### src/rtl/cfg_regbank_pkg.sv
package cfg_regbank_pkg;

   localparam int unsigned BYTE_W    = 8;
   localparam int unsigned UA_W      = 11;
   localparam int unsigned QDEG_W    = 11;
   localparam int unsigned QDEG_TURN = 1440;

   localparam logic [7:0] ADR_REV    = 8'h00;
   localparam logic [7:0] ADR_DIV_HI = 8'h01;
   localparam logic [7:0] ADR_DIV_LO = 8'h02;
   localparam logic [7:0] ADR_CLK    = 8'h03;
   localparam logic [7:0] ADR_PHASE  = 8'h04;
   localparam logic [7:0] ADR_LAST   = 8'h04;

   typedef struct packed {
      logic [1:0] band;
      logic [2:0] pump;
   } clk_cfg_t;

   localparam clk_cfg_t CLK_CFG_RST = '{band: 2'b01, pump: 3'b001};
   localparam logic [1:0] BAND_RESERVED = 2'b11;

   function automatic logic [UA_W-1:0] pump_code_to_ua(input logic [2:0] code);
      logic [UA_W-1:0] ua;
      case (code)
         3'd0:    ua = 11'd50;
         3'd1:    ua = 11'd100;
         3'd2:    ua = 11'd150;
         3'd3:    ua = 11'd250;
         3'd4:    ua = 11'd350;
         3'd5:    ua = 11'd500;
         3'd6:    ua = 11'd750;
         default: ua = 11'd1500;
      endcase
      return ua;
   endfunction

endpackage

### src/rtl/cfg_div_buffer.sv
module cfg_div_buffer
   import cfg_regbank_pkg::*;
#(
   parameter int unsigned    DIV_W   = 12,
   parameter logic [DIV_W-1:0] DIV_RST = 12'd1693
) (
   input  logic                    clk,
   input  logic                    rst_n,
   input  logic                    hi_we,
   input  logic                    lo_we,
   input  logic [BYTE_W-1:0]       wdata,
   output logic [BYTE_W-1:0]       hi_q,
   output logic [DIV_W-BYTE_W-1:0] lo_q,
   output logic [DIV_W-1:0]        active,
   output logic                    load_pulse
);

   localparam int unsigned LO_W = DIV_W - BYTE_W;

   if (DIV_W <= BYTE_W || DIV_W >= 2*BYTE_W) begin : g_bad_div_w
      $error("cfg_div_buffer: DIV_W must lie strictly between one and two bytes");
   end

   logic [LO_W-1:0] lo_in;
   assign lo_in = wdata[BYTE_W-1 -: LO_W];

   always_ff @(posedge clk or negedge rst_n) begin
      if (!rst_n) begin
         hi_q       <= DIV_RST[DIV_W-1 -: BYTE_W];
         lo_q       <= DIV_RST[LO_W-1:0];
         active     <= DIV_RST;
         load_pulse <= 1'b0;
      end else begin
         load_pulse <= lo_we;
         if (hi_we) begin
            hi_q <= wdata;
         end
         if (lo_we) begin
            lo_q   <= lo_in;
            active <= {hi_q, lo_in};
         end
      end
   end

   // a staging-only write must leave the active ratio alone
   a_r3_hi_keeps_active: assert property (@(posedge clk) disable iff (!rst_n)
      (hi_we && !lo_we) |=> $stable(active));

   // a low-nibble write is followed by the load pulse
   a_r4_pulse_after_lo: assert property (@(posedge clk) disable iff (!rst_n)
      lo_we |=> load_pulse);

   // the pulse is never raised without a low-nibble write before it
   a_r4_pulse_cause: assert property (@(posedge clk) disable iff (!rst_n)
      load_pulse |-> $past(lo_we));

   // after a load the active ratio matches both staging parts
   a_r4_active_matches_stage: assert property (@(posedge clk) disable iff (!rst_n)
      load_pulse |-> (active == {hi_q, lo_q}));

endmodule

### src/rtl/cfg_clk_fields.sv
module cfg_clk_fields
   import cfg_regbank_pkg::*;
#(
   parameter int unsigned PHASE_W   = 5,
   parameter int unsigned PHASE_RST = 16
) (
   input  logic               clk,
   input  logic               rst_n,
   input  logic               clk_we,
   input  logic               phase_we,
   input  logic [BYTE_W-1:0]  wdata,
   output clk_cfg_t           clk_cfg,
   output logic [PHASE_W-1:0] phase_q
);

   if (PHASE_W < 1 || PHASE_W > 5) begin : g_bad_phase_w
      $error("cfg_clk_fields: PHASE_W must be 1..5");
   end
   if (PHASE_RST >= (1 << PHASE_W)) begin : g_bad_phase_rst
      $error("cfg_clk_fields: PHASE_RST does not fit PHASE_W");
   end

   localparam logic [PHASE_W-1:0] PH_RST = PHASE_W'(PHASE_RST);

   always_ff @(posedge clk or negedge rst_n) begin
      if (!rst_n) begin
         clk_cfg <= CLK_CFG_RST;
         phase_q <= PH_RST;
      end else begin
         if (clk_we) begin
            clk_cfg.band <= wdata[7:6];
            clk_cfg.pump <= wdata[5:3];
         end
         if (phase_we) begin
            phase_q <= wdata[BYTE_W-1 -: PHASE_W];
         end
      end
   end

   // band and pump change only through a write to their address
   a_r6_clk_hold: assert property (@(posedge clk) disable iff (!rst_n)
      !clk_we |=> ($stable(clk_cfg.band) && $stable(clk_cfg.pump)));

   // the phase code changes only through a write to its address
   a_r9_phase_hold: assert property (@(posedge clk) disable iff (!rst_n)
      !phase_we |=> $stable(phase_q));

endmodule

### src/rtl/cfg_decode.sv
module cfg_decode
   import cfg_regbank_pkg::*;
#(
   parameter int unsigned PHASE_W = 5,
   parameter bit          REG_OUT = 1'b0
) (
   input  logic               clk,
   input  logic               rst_n,
   input  clk_cfg_t           clk_cfg,
   input  logic [PHASE_W-1:0] phase_q,
   output logic               band_valid,
   output logic [UA_W-1:0]    pump_ua,
   output logic [QDEG_W-1:0]  phase_qdeg
);

   localparam int unsigned QSTEP = QDEG_TURN >> PHASE_W;

   logic              valid_c;
   logic [UA_W-1:0]   ua_c;
   logic [QDEG_W-1:0] qdeg_c;

   always_comb begin
      valid_c = (clk_cfg.band != BAND_RESERVED);
      ua_c    = pump_code_to_ua(clk_cfg.pump);
      qdeg_c  = QDEG_W'(phase_q) * QDEG_W'(QSTEP);
   end

   if (REG_OUT) begin : g_reg
      always_ff @(posedge clk or negedge rst_n) begin
         if (!rst_n) begin
            band_valid <= 1'b1;
            pump_ua    <= pump_code_to_ua(CLK_CFG_RST.pump);
            phase_qdeg <= '0;
         end else begin
            band_valid <= valid_c;
            pump_ua    <= ua_c;
            phase_qdeg <= qdeg_c;
         end
      end
   end else begin : g_comb
      assign band_valid = valid_c;
      assign pump_ua    = ua_c;
      assign phase_qdeg = qdeg_c;
   end

endmodule

### src/rtl/cfg_regbank.sv
module cfg_regbank
   import cfg_regbank_pkg::*;
#(
   parameter int unsigned      ADDR_W     = 8,
   parameter int unsigned      DIV_W      = 12,
   parameter logic [DIV_W-1:0] DIV_RST    = 12'd1693,
   parameter int unsigned      PHASE_W    = 5,
   parameter int unsigned      PHASE_RST  = 16,
   parameter logic [7:0]       REV_ID     = 8'h00,
   parameter bit               DEC_REG    = 1'b0
) (
   input  logic               clk,
   input  logic               rst_n,
   input  logic [ADDR_W-1:0]  bus_addr,
   input  logic               bus_wr,
   input  logic [7:0]         bus_wdata,
   output logic [7:0]         bus_rdata,
   output logic [DIV_W-1:0]   div_active,
   output logic [DIV_W:0]     line_count,
   output logic               div_load_pulse,
   output logic [1:0]         vco_band,
   output logic               vco_band_valid,
   output logic [UA_W-1:0]    pump_ua,
   output logic [PHASE_W-1:0] phase_code,
   output logic [QDEG_W-1:0]  phase_qdeg
);

   localparam int unsigned LO_W = DIV_W - BYTE_W;
   localparam int unsigned LO_PAD = BYTE_W - LO_W;
   localparam int unsigned PH_PAD = BYTE_W - PHASE_W;

   if (ADDR_W < 3 || ADDR_W > 8) begin : g_bad_addr_w
      $error("cfg_regbank: ADDR_W must be 3..8");
   end

   logic [7:0] adr;
   assign adr = 8'(bus_addr);

   logic hi_we, lo_we, clk_we, phase_we;
   assign hi_we    = bus_wr && (adr == ADR_DIV_HI);
   assign lo_we    = bus_wr && (adr == ADR_DIV_LO);
   assign clk_we   = bus_wr && (adr == ADR_CLK);
   assign phase_we = bus_wr && (adr == ADR_PHASE);

   logic [BYTE_W-1:0] hi_q;
   logic [LO_W-1:0]   lo_q;
   clk_cfg_t          clk_cfg;

   cfg_div_buffer #(.DIV_W(DIV_W), .DIV_RST(DIV_RST)) i_div (
      .clk        (clk),
      .rst_n      (rst_n),
      .hi_we      (hi_we),
      .lo_we      (lo_we),
      .wdata      (bus_wdata),
      .hi_q       (hi_q),
      .lo_q       (lo_q),
      .active     (div_active),
      .load_pulse (div_load_pulse)
   );

   cfg_clk_fields #(.PHASE_W(PHASE_W), .PHASE_RST(PHASE_RST)) i_fields (
      .clk      (clk),
      .rst_n    (rst_n),
      .clk_we   (clk_we),
      .phase_we (phase_we),
      .wdata    (bus_wdata),
      .clk_cfg  (clk_cfg),
      .phase_q  (phase_code)
   );

   cfg_decode #(.PHASE_W(PHASE_W), .REG_OUT(DEC_REG)) i_dec (
      .clk        (clk),
      .rst_n      (rst_n),
      .clk_cfg    (clk_cfg),
      .phase_q    (phase_code),
      .band_valid (vco_band_valid),
      .pump_ua    (pump_ua),
      .phase_qdeg (phase_qdeg)
   );

   assign vco_band   = clk_cfg.band;
   assign line_count = {1'b0, div_active} + 1'b1;

   always_comb begin
      case (adr)
         ADR_REV:    bus_rdata = REV_ID;
         ADR_DIV_HI: bus_rdata = hi_q;
         ADR_DIV_LO: bus_rdata = {lo_q, {LO_PAD{1'b0}}};
         ADR_CLK:    bus_rdata = {clk_cfg.band, clk_cfg.pump, 3'b000};
         ADR_PHASE:  bus_rdata = {phase_code, {PH_PAD{1'b0}}};
         default:    bus_rdata = 8'h00;
      endcase
   end

   // the revision byte is constant at its address
   a_r1_rev_read: assert property (@(posedge clk) disable iff (!rst_n)
      (adr == ADR_REV) |-> (bus_rdata == REV_ID));

   // unmapped addresses read as zero
   a_r10_unmapped_zero: assert property (@(posedge clk) disable iff (!rst_n)
      (adr > ADR_LAST) |-> (bus_rdata == 8'h00));

   // the line count tracks the active ratio across a load
   a_r5_count_follows: assert property (@(posedge clk) disable iff (!rst_n)
      $stable(div_active) |-> $stable(line_count));

endmodule

### config.mk
export PLATFORM = sky130hd
export DESIGN_NAME = cfg_regbank
export DESIGN_NICKNAME = d
export VERILOG_FILES = /design/src/rtl/cfg_regbank_pkg.sv /design/src/rtl/cfg_div_buffer.sv /design/src/rtl/cfg_clk_fields.sv /design/src/rtl/cfg_decode.sv /design/src/rtl/cfg_regbank.sv
export SDC_FILE = /design/constraint.sdc
export NUM_CORES = 1
export LEC_CHECK = 0
export ABC_CLOCK_PERIOD_IN_PS = 3500
export BUFFER_PORTS_ARGS = -buffer_cell sky130_fd_sc_hd__buf_4
export CORE_AREA = 2 2 72 74
export CTS_CLUSTER_DIAMETER = 120
export DETAILED_ROUTE_END_ITERATION = 12
export DIE_AREA = 0 0 74 76
export GPL_TIMING_DRIVEN = 0
export PLACE_DENSITY = 0.76
export REMOVE_ABC_BUFFERS = 1
export SLEW_MARGIN = 10
export SYNTH_ARGS = -nofsm -noshare
export SYNTH_HDL_FRONTEND = slang
export SYNTH_SLANG_ARGS = --single-unit
### constraint.sdc
create_clock -name clk -period 3.5 [get_ports clk]
set_clock_uncertainty 0.1 [all_clocks]
set_input_delay 0.175 -clock clk [delete_from_list [all_inputs] [get_ports clk]]
set_output_delay 0.175 -clock clk [all_outputs]
set_load 0.01 [all_outputs]
==> flow_metrics.py, run 1 <==
metrics = {
    "worst_hold_path": {
        "min_path_type": "input port to flip-flop",
        "hold_depth": 2,
        "hold_start": "bus_wdata[2]",
        "min_to": "i_div.hi_q[2]",
    },
    "synthesis": {
        "ys_warn_count": 0,
        "async_flop_share": 1.00,
        "yosysSeqAreaShare": 0.343,
        "synthFlopType": "dfrtp_1",
        "syn_area_mm2": 0.00231,
        "synth_seq_cells": 31,
        "netlist-cell-type-count": 41,
        "syn_area_per_cell_um2": 10.8,
        "syn_inst": 215,
        "synth_edf_count": 0,
    },
    "sta": {
        "setup_viol": 0,
        "tightest_slew_ns": 0.523,
        "period_minus_slack_ns": 3.33,
        "fmax_mhz": 300,
        "finalCritPeriodShare": 0.953,
        "slew_headroom": 0.651,
        "hold_ws_ns": 0.0273,
        "totalNegativeSetupSlack_ns": 0,
        "finalHoldViolCount": 0,
        "slew_viol_final": 0,
        "rsz0062_at_grt": "no",
    },
    "outcome": {
        "status": "finished clean",
    },
    "detailed_routing": {
        "postRouteAntennaNets": 0,
        "drt_wl_total_um": 5310,
        "wl_per_cell_um": 14.5,
        "drt_iter0_markers": 58,
        "route.vias.total": 1910,
        "dr.pass1.iters": 4,
        "viasPerCell": 5.23,
        "post-route-drc-count": 0,
    },
    "layout": {
        "final_nets": 339,
        "num_antenna_cells": 0,
        "area_growth_pct": 32.1,
        "final_layout_size_suffix_gt1_frac": 0.475,
        "final_cell_mix": "buf_4, ha_1, mux2_2",
        "final_common_cell": "buf_4",
    },
    "clock_network": {
        "clk_pin_slew_worst_paths_ns": 0.06,
        "clkLatencyLatePin_ns": 0.28,
        "clock_tree.buffer_depth": 2,
        "cts_tree": "built",
        "clockRootBuffer": "clkbuf_8",
        "htreeDepth": 2,
        "numClockSinks": 31,
        "numCtsBuffers": 5,
    },
    "setup_path": {
        "end_kind": "output port",
        "worstReg2RegStart": "i_fields.clk_cfg[2]",
        "path_class": "flip-flop to output port",
        "reg2reg_depth": 1,
        "crit_arrival_ns": 3.06,
        "cp.required_ns": 3.22,
        "critPathMaxFanout": 7,
        "rr_endpoint": "i_fields.clk_cfg[2]",
        "reg2reg_slack_ns": 2.49,
        "startpoint_type": "flip-flop",
    },
    "placement": {
        "dpl.hpwl_um": 4150,
        "io_buffers": 81,
        "gp_congestion": 0.780,
    },
    "grt": {
        "grt_max_degree": 32,
        "overflow": 0,
        "antenna_found_initial": 0,
        "grt_pass1_vias": 1829,
        "grt.total_usage": 0.200,
        "grt_pass1_wl_um": 8720,
    },
    "pwr": {
        "leakage_nw": 1.67,
        "powerDensity_mw_per_mm2": 285,
        "ir_worst_vdd_uv": 214,
    },
    "die": {
        "start_util": 0.471,
        "row_count": 26,
        "core_area_mm2": 0.00491,
        "die-width_um": 74,
        "die_h_um": 76,
        "io_pins": 83,
        "die-area_mm2": 0.00562,
    },
    "job": {
        "maxCapViolCount": 0,
    },
}
per-stage QoR:
step | std cells | area [um^2] | total power, mW | setup WS, ns | utilization
finish | 365 | 3060 | 0.872 | 0.165 | 0.623
global route | 365 | 3060 | 0.922 | 0.00421 | 0.623
CTS | 365 | 3050 | 0.885 | 0.0849 | 0.621
detailed placement | 356 | 2940 | 0.571 | 0.400 | 0.599
global placement | 356 | 2940 | 0.565 | 0.452 | 0.599
floorplan | 205 | 2250 | 0.481 | 0.614 | -
what timing repair did:
item	CTS	global route
resized for setup	0	4
hold buffers	1	0
hold endpoints to repair	17	0
setup endpoints to repair	0	2
buffers inserted	0	0
power breakdown:
group          leakage, nW  switching (mW)  total (mW)  internal, mW
Combinational         1.24          0.0795       0.168        0.0884
Sequential           0.377          0.0196       0.396         0.376
Clock               0.0515           0.129       0.308         0.179
Total                 1.67           0.228       0.872         0.644
registers in the layout, indices dropped and copies added (netlist names):
register / flops
i_fields.phase_q: 5
i_fields.clk_cfg: 5
i_div.hi_q: 8
i_div.active: 12
i_div.load_pulse: 1
critical path, cell delays in order, from the launching register on:
cell      delay [ns]
dfstp_2         0.60
ha_2            0.31
ha_1            0.19
fa_1            0.44
ha_1            0.35
nor2b_1         0.15
o21a_1          0.20
o21a_1          0.20
o211ai_1        0.18
buf_4           0.15
cell families (layout without fill, tap and decap cells):
logic type	Yosys count	count (layout)	share of synthesized area
muxes	35	35	0.182
buffers and inverters	24	104	0.0519
other	1	1	0.00162
AOI/OAI and AO/OA	24	24	0.0681
DFF	31	31	0.343
xor gates and xnor gates	14	14	0.0530
adders and majority gates	26	26	0.150
and+or+nand+nor	60	60	0.150
Yosys cell counts (all sizes together) (6+ instances only):
library cell / number / area [um^2]
mux2: 30 / 372
ha: 23 / 288
dfrtp: 17 / 425
dfstp: 14 / 368
inv: 14 / 52.6
nand2: 14 / 52.6
xnor2: 12 / 105
nor2: 9 / 36.3
buf: 7 / 56.3
and2: 6 / 37.5
and3: 6 / 37.5
nor2b: 6 / 37.5
routing by layer:
metal / GRT usage / up-vias / share of wire
met5: 0 / - / 0
met4: 0.0655 / 0 / 0.016
met3: 0.0516 / 6 / 0.054
met2: 0.313 / 65 / 0.48
met1: 0.267 / 923 / 0.44
li1: - / 916 / -
area by class of cell:
cell class	instances	area (um^2)
timing repair buffer	82	618
multi-input combinational	160	1400
sequential	31	796
fill	418	1850
clock buffer	8	100
inverter	14	52.6
tap	70	87.6
worst max path at each step:
stage	start	depth (start not counted)	slack [ns]	end
after floorplan	i_fields.phase_q[3]	8	0.61	phase_qdeg[9]
after detailed placement	i_fields.phase_q[3]	11	0.40	phase_qdeg[10]
after CTS	i_fields.phase_q[3]	11	0.08	phase_qdeg[10]
after global routing	i_fields.phase_q[4]	9	0.004	phase_qdeg[9]
after global placement	i_fields.phase_q[3]	11	0.45	phase_qdeg[10]
final	i_fields.phase_q[4]	9	0.17	phase_qdeg[9]
No activity file was read; power rests on OpenSTA's default activity.
==> run 2: changes to the inputs <==
- ABC_AREA: not set -> 1
- CORE_AREA: 2 2 72 74 -> 2 2 74 76
- DIE_AREA: 0 0 74 76 -> 0 0 76 78
- PLACE_DENSITY: 0.76 -> 0.79
- SKIP_LAST_GASP: not set -> 1
==> run 2 against run 1 <==
Compared with the run above: non-clock buffer count is 3 higher; largest power group unchanged; final cell count is 40% higher; utilization is 4.2 points higher; total power is 7.5% higher; highest routed layer unchanged; sequential power hardly changed.
==> flow_metrics.py, run 2 <==
metrics = {
    "die": {
        "row_count": 26,
        "start_util": 0.516,
        "core_area_mm2": 0.00504,
        "die_h_um": 78,
        "die-width_um": 76,
        "io_pins": 83,
        "die-area_mm2": 0.00593,
    },
    "outcome": {
        "status": "finished clean",
    },
    "synthesis": {
        "synth.top_cells.by_count": "nand2_1, inv_1, nand3_1, ha_1, dfrtp_1",
        "synthFlopType": "dfrtp_1",
        "synth_edf_count": 0,
        "syn_area_mm2": 0.00260,
        "synthTopCellsByArea": "nand2_1, dfrtp_1, dfstp_2",
        "yosysSeqAreaShare": 0.305,
        "synth.most_common_cell": "nand2_1",
        "syn_area_per_cell_um2": 7.26,
        "syn_inst": 358,
        "ys_warn_count": 0,
        "netlist-cell-type-count": 29,
        "synth_seq_cells": 31,
        "synth_top_area_share": 0.188,
        "async_flop_share": 1.00,
        "yosys.area.top_type": "nand2_1",
    },
    "layout": {
        "final_cell_mix": "nand2_1, buf_4, inv_1",
        "num_antenna_cells": 0,
        "area_growth_pct": 28.8,
        "reg_top3": "i_div.active x12, i_div.hi_q x8",
        "finalNonFillerCells": 510,
        "final_nets": 484,
        "largest_register_ffs": 12,
        "top_register": "i_div.active",
        "final_layout_size_suffix_gt1_frac": 0.289,
        "final_common_cell": "nand2_1",
        "final_util": 0.664,
    },
    "job": {
        "maxCapViolCount": 0,
    },
    "pwr": {
        "powerDensity_mw_per_mm2": 280,
        "leakage_nw": 1.95,
        "ir_worst_vdd_uv": 208,
        "finalPower_mw": 0.937,
    },
    "clock_network": {
        "clk_pin_slew_worst_paths_ns": 0.06,
        "clockRootBuffer": "clkbuf_8",
        "cts_tree": "built",
        "clkLatencyLatePin_ns": 0.28,
        "numCtsBuffers": 5,
        "htreeDepth": 2,
        "cts_resized": 0,
        "clock_tree.buffer_depth": 2,
        "numClockSinks": 31,
    },
    "setup_path": {
        "cp.required_ns": 3.22,
        "crit_chain": "ha_1 -> ha_1 -> fa_1 -> ha_1 -> a21oi_1 -> nand2_1 -> nand2_1 -> nand2_1 -> nand2_1 -> nand2_1 -> buf_4",
        "critPathSlowestCell": "dfrtp_1",
        "path_class": "flip-flop to output port",
        "critPathMaxFanout": 8,
        "reg2reg_depth": 2,
        "cpMostUsedCell": "nand2_1",
        "max_stage_delay_ns": 0.53,
        "path_depth": 11,
        "critPathBufInv": 1,
        "crit_family": "adder cells",
        "crit_arrival_ns": 2.90,
        "worstReg2RegStart": "i_fields.phase_q[4]",
        "rr_endpoint": "i_fields.phase_q[4]",
        "startpoint_type": "flip-flop",
        "end_kind": "output port",
        "reg2reg_slack_ns": 2.58,
    },
    "detailed_routing": {
        "drt_wl_total_um": 6020,
        "drt_iter0_markers": 72,
        "postRouteAntennaNets": 0,
        "viasPerCell": 4.91,
        "route.vias.total": 2505,
        "wl_per_cell_um": 11.8,
        "dr.pass1.iters": 4,
        "post-route-drc-count": 0,
    },
    "grt": {
        "grt_max_degree": 32,
        "antenna_found_initial": 0,
        "grt_pass1_wl_um": 10300,
        "grt_pass1_vias": 2257,
        "grt.total_usage": 0.211,
        "overflow": 0,
    },
    "sta": {
        "finalHoldViolCount": 0,
        "setup_viol": 0,
        "finalCritPeriodShare": 0.908,
        "fin_ws_ns": 0.322,
        "slew_viol_final": 0,
        "fmax_mhz": 315,
        "rsz0062_at_grt": "no",
        "period_minus_slack_ns": 3.18,
        "tightest_slew_ns": 0.548,
        "totalNegativeSetupSlack_ns": 0,
        "slew_headroom": 0.634,
    },
    "worst_hold_path": {
        "min_to": "i_fields.clk_cfg[0]",
        "hold_depth": 3,
        "hold_start": "bus_wdata[3]",
        "min_path_type": "input port to flip-flop",
    },
    "placement": {
        "placed_cells": 498,
        "gp_congestion": 0.898,
        "io_buffers": 81,
        "dp_slack_ns": 0.619,
        "dpl.hpwl_um": 4780,
    },
}
## run 2: cell types whose count changed after synthesis, sizes merged, moves of 5 or more
cell	before	now
o21ai	3	10
nand2	14	135
inv	14	55
nor2b	6	0
mux2i	5	0
nor2	9	24
and3	6	0
o22ai	5	0
nand3	4	44
mux2	30	0
and2	6	0
xnor2	12	6
## run 2: layer usage
layer	global-route usage	share of wire	vias up
li1	-	-	1270
met1	0.275	0.44	1157
met2	0.360	0.50	69
met3	0.0407	0.050	9
met4	0.0600	0.012	0
met5	0	0	-
## run 2: worst max path at each step
stage          slack, ns        endpoint                start
3_3_place_gp        0.65   phase_qdeg[7]  i_fields.phase_q[3]
2_1_floorplan       0.82   phase_qdeg[7]  i_fields.phase_q[3]
6_report            0.32  phase_qdeg[10]  i_fields.phase_q[3]
3_5_place_dp        0.62  phase_qdeg[10]  i_fields.phase_q[3]
5_1_grt             0.11  phase_qdeg[10]  i_fields.phase_q[3]
4_1_cts             0.28  phase_qdeg[10]  i_fields.phase_q[3]
## run 2: per-stage QoR
stage          instance area (um^2)  hold slack [ns]
6_report                       3350           0.0131
5_1_grt                        3350           0.0155
4_1_cts                        3350          0.00917
3_5_place_dp                   3190           0.0306
3_3_place_gp                   3190           0.0226
2_1_floorplan                  2490           -0.221
## run 2: what timing repair did
item,CTS,global route
setup buffers,0,0
hold buffers,4,0
hold endpoints to repair,20,0
## run 2: kinds of logic (layout without fill, tap and decap cells)
group	count (synthesis)	after routing	synth area share
adders and majority gates	26	26	0.134
xor gates and xnor gates	11	11	0.0371
and+or+nand+nor	208	208	0.374
AOI/OAI and AO/OA	15	15	0.0289
DFF	31	31	0.305
other	1	1	0.00144
buffers and inverters	66	148	0.120
## run 2: tightest hold or removal path, cell delays in order
cell,delay (ns)
buf_4,0.12
nand2_1,0.06
nand2_1,0.04
## run 2: where the power goes
part           total (mW)  internal, mW  switching, mW
combinational       0.176        0.0811         0.0947
clock               0.366         0.230          0.135
sequential          0.395         0.376         0.0194
## run 2: cell type report
type / count / area, um^2
clock buffer: 6 / 82.6
timing repair buffer: 85 / 648
tap: 70 / 87.6
multi-input combinational: 261 / 1500
fill: 466 / 1690
inverter: 55 / 206
clock inverter: 2 / 35.0
sequential: 31 / 793
==> run 3: changes to the inputs <==
- ABC_AREA: 1 -> not set
- CORE_AREA: 2 2 74 76 -> 2 2 72 74
- CTS_CLUSTER_DIAMETER: 120 -> not set
- DIE_AREA: 0 0 76 78 -> 0 0 74 76
- PLACE_DENSITY: 0.79 -> 0.77
- SYNTH_HIERARCHICAL: not set -> 1
==> run 3 against run 2 <==
Compared with the run above: largest power group unchanged; critical path type unchanged; area after synthesis is 11% lower; die area is 5.1% lower; utilization down 2.2 points; setup slack worse by 0.18 ns; via count down 25%; sequential cell count unchanged; design area decreased by 5.9%; first-iteration DRC count up 57%; critical path depth shrank 2.
==> flow_metrics.py, run 3 <==
metrics = {
    "detailed_routing": {
        "top_layer_used": "met4",
        "post-route-drc-count": 0,
        "wl_met1_um": 2230,
        "wl_met2_um": 2760,
        "viasPerCell": 5.25,
        "postRouteAntennaNets": 0,
        "route.vias.total": 1874,
        "drt_iter0_markers": 113,
        "dr.pass1.iters": 4,
        "wl_per_cell_um": 14.9,
        "dr_wl_met3_um": 240,
        "drt_wl_total_um": 5330,
    },
    "job": {
        "maxCapViolCount": 0,
    },
    "placement": {
        "dp_slack_ns": 0.255,
        "gp_congestion": 0.756,
        "dpl.hpwl_um": 4160,
        "io_buffers": 81,
    },
    "layout": {
        "multi_input_area_mm2": 0.00148,
        "largest_register_ffs": 9,
        "top_register": "i_div/active",
        "final_util": 0.642,
        "fillers": 414,
        "final_nets": 331,
        "final_cell_mix": "buf_4, mux2_2, ha_1",
        "area_growth_pct": 35.8,
        "num_antenna_cells": 0,
        "final_common_cell": "buf_4",
        "seq_area_um2": 796,
        "final_layout_size_suffix_gt1_frac": 0.540,
        "reg_top3": "i_div/active x9, i_div/hi_q x8",
    },
    "clock_network": {
        "numClockSinks": 31,
        "clkLatencyLatePin_ns": 0.28,
        "clk_pin_slew_worst_paths_ns": 0.06,
        "clockRootBuffer": "clkbuf_8",
        "cts_tree": "built",
        "numCtsBuffers": 5,
        "htreeDepth": 2,
        "clock_tree.buffer_depth": 2,
    },
    "pwr": {
        "finalPower_mw": 0.929,
        "powerDensity_mw_per_mm2": 295,
        "ir_worst_vdd_uv": 166,
        "leakage_nw": 1.64,
    },
    "setup_path": {
        "critPathSlowestCell": "fa_1",
        "end_kind": "output port",
        "crit_family": "adder cells",
        "critPathMaxFanout": 6,
        "path_class": "flip-flop to output port",
        "critPathBufInv": 1,
        "cpMostUsedCell": "ha_1",
        "cp.required_ns": 3.22,
        "crit_chain": "ha_1 -> ha_1 -> fa_1 -> ha_4 -> and3_1 -> a221oi_2 -> a21oi_1 -> xor2_1 -> buf_4",
        "startpoint_type": "flip-flop",
        "crit_arrival_ns": 3.09,
        "max_stage_delay_ns": 0.58,
    },
    "synthesis": {
        "synth_top_area_share": 0.183,
        "yosys.area.top_type": "dfrtp_1",
        "netlist-cell-type-count": 44,
        "synth.top_cells.by_count": "ha_1, mux2_2, dfrtp_1, dfstp_2, mux2_4",
        "synth.most_common_cell": "ha_1",
        "synth_seq_cells": 31,
        "syn_area_mm2": 0.00232,
        "async_flop_share": 1.00,
        "syn_area_per_cell_um2": 11.4,
        "synthFlopType": "dfrtp_1",
        "synthTopCellsByArea": "dfrtp_1, dfstp_2, ha_1",
        "ys_warn_count": 6,
        "yosysSeqAreaShare": 0.342,
        "synth_edf_count": 0,
        "syn_inst": 204,
    },
    "outcome": {
        "status": "finished clean",
    },
    "sta": {
        "tightest_slew_ns": 0.753,
        "period_minus_slack_ns": 3.36,
        "slew_viol_final": 0,
        "setup_viol": 0,
        "fin_ws_ns": 0.137,
        "totalNegativeSetupSlack_ns": 0,
        "slew_headroom": 0.498,
        "hold_ws_ns": 0.0272,
        "rsz0062_at_grt": "no",
        "fmax_mhz": 297,
        "finalCritPeriodShare": 0.961,
        "finalHoldViolCount": 0,
    },
    "worst_hold_path": {
        "min_path_type": "input port to flip-flop",
    },
    "die": {
        "io_pins": 83,
        "die-width_um": 74,
        "die-area_mm2": 0.00562,
        "start_util": 0.472,
        "row_count": 26,
        "die_h_um": 76,
        "core_area_mm2": 0.00491,
    },
    "grt": {
        "grt_pass1_wl_um": 8680,
        "grt_max_degree": 32,
        "grt.total_usage": 0.196,
        "antenna_found_initial": 0,
        "overflow": 0,
        "grt_pass1_vias": 1811,
    },
}
[run 3: cell types whose count changed in the layout (fill, tap and decap cells not counted), sizes merged, moves of 4 or more]
cell / before / now
nand2: 135 / 8
nor3b: 0 / 4
o21ai: 10 / 1
buf: 81 / 85
nor2: 24 / 9
mux2i: 0 / 4
nor3: 2 / 6
inv: 55 / 7
a21o: 0 / 4
nand3: 44 / 4
mux2: 0 / 31
nor4: 0 / 5
and3: 0 / 6
[run 3: layout make-up]
type,instances,share of cell area
Clock buffer,6,0.0262
Clock inverter,2,0.0111
Inverter,7,0.00834
Multi-Input combinational cell,155,0.468
Sequential cell,31,0.252
Tap cell,70,0.0278
Timing Repair Buffer,86,0.206
[run 3: logic make-up (layout without fill, tap and decap cells)]
logic type / after synthesis / after routing / share of synthesized area
AO/OA/AOI/OAI: 20 / 20 / 0.0685
flip-flops: 31 / 31 / 0.342
multiplexers: 35 / 35 / 0.184
XOR/XNOR: 15 / 15 / 0.0566
adder cells (fa/ha/maj): 26 / 26 / 0.150
buffers and inverters: 18 / 101 / 0.0469
AND/OR/NAND/NOR: 58 / 58 / 0.151
other: 1 / 1 / 0.00162
[run 3: final timing paths]
check	startpoint	end	slack (ns)	cells past startpoint
max	i_fields/phase_q[2]	phase_qdeg[10]	0.14	9
min	bus_wdata[1]	i_div/hi_q[1]	0.03	2
max reg2reg	i_fields/phase_q[0]	i_fields/phase_q[0]	2.50	1
min reg2reg	i_div/hi_q[1]	i_div/active[5]	0.43	1
max in group asynchronous	rst_n	i_div/lo_q[2]	2.72	2
min in group asynchronous	rst_n	i_div/hi_q[2]	0.26	2
[run 3: stage by stage]
stage,area [um^2],instances
floorplan,2240,193
global placement,2930,344
detailed placement,2930,344
CTS,3080,356
global route,3150,357
finish,3150,357
[run 3: per-layer routing]
layer  vias up  GRT usage
met5         -          0
met4         0     0.0782
met3         7     0.0238
met2        53      0.328
met1       914      0.252
li1        900          -
[run 3: repair_timing]
item                                    4_1_cts  5_1_grt
gates resized for setup                       0        7
pin swaps                                     1        3
gates cloned                                  0        0
hold buffers                                  1        0
endpoints found under the setup margin        1        3
setup buffers                                 3        1
hold endpoints to repair                     17        0
[run 3: power by group]
group,total [mW],internal [mW],switching [mW]
clock network,0.356,0.230,0.126
registers,0.395,0.376,0.0189
logic,0.177,0.0964,0.0807
total,0.929,0.703,0.226
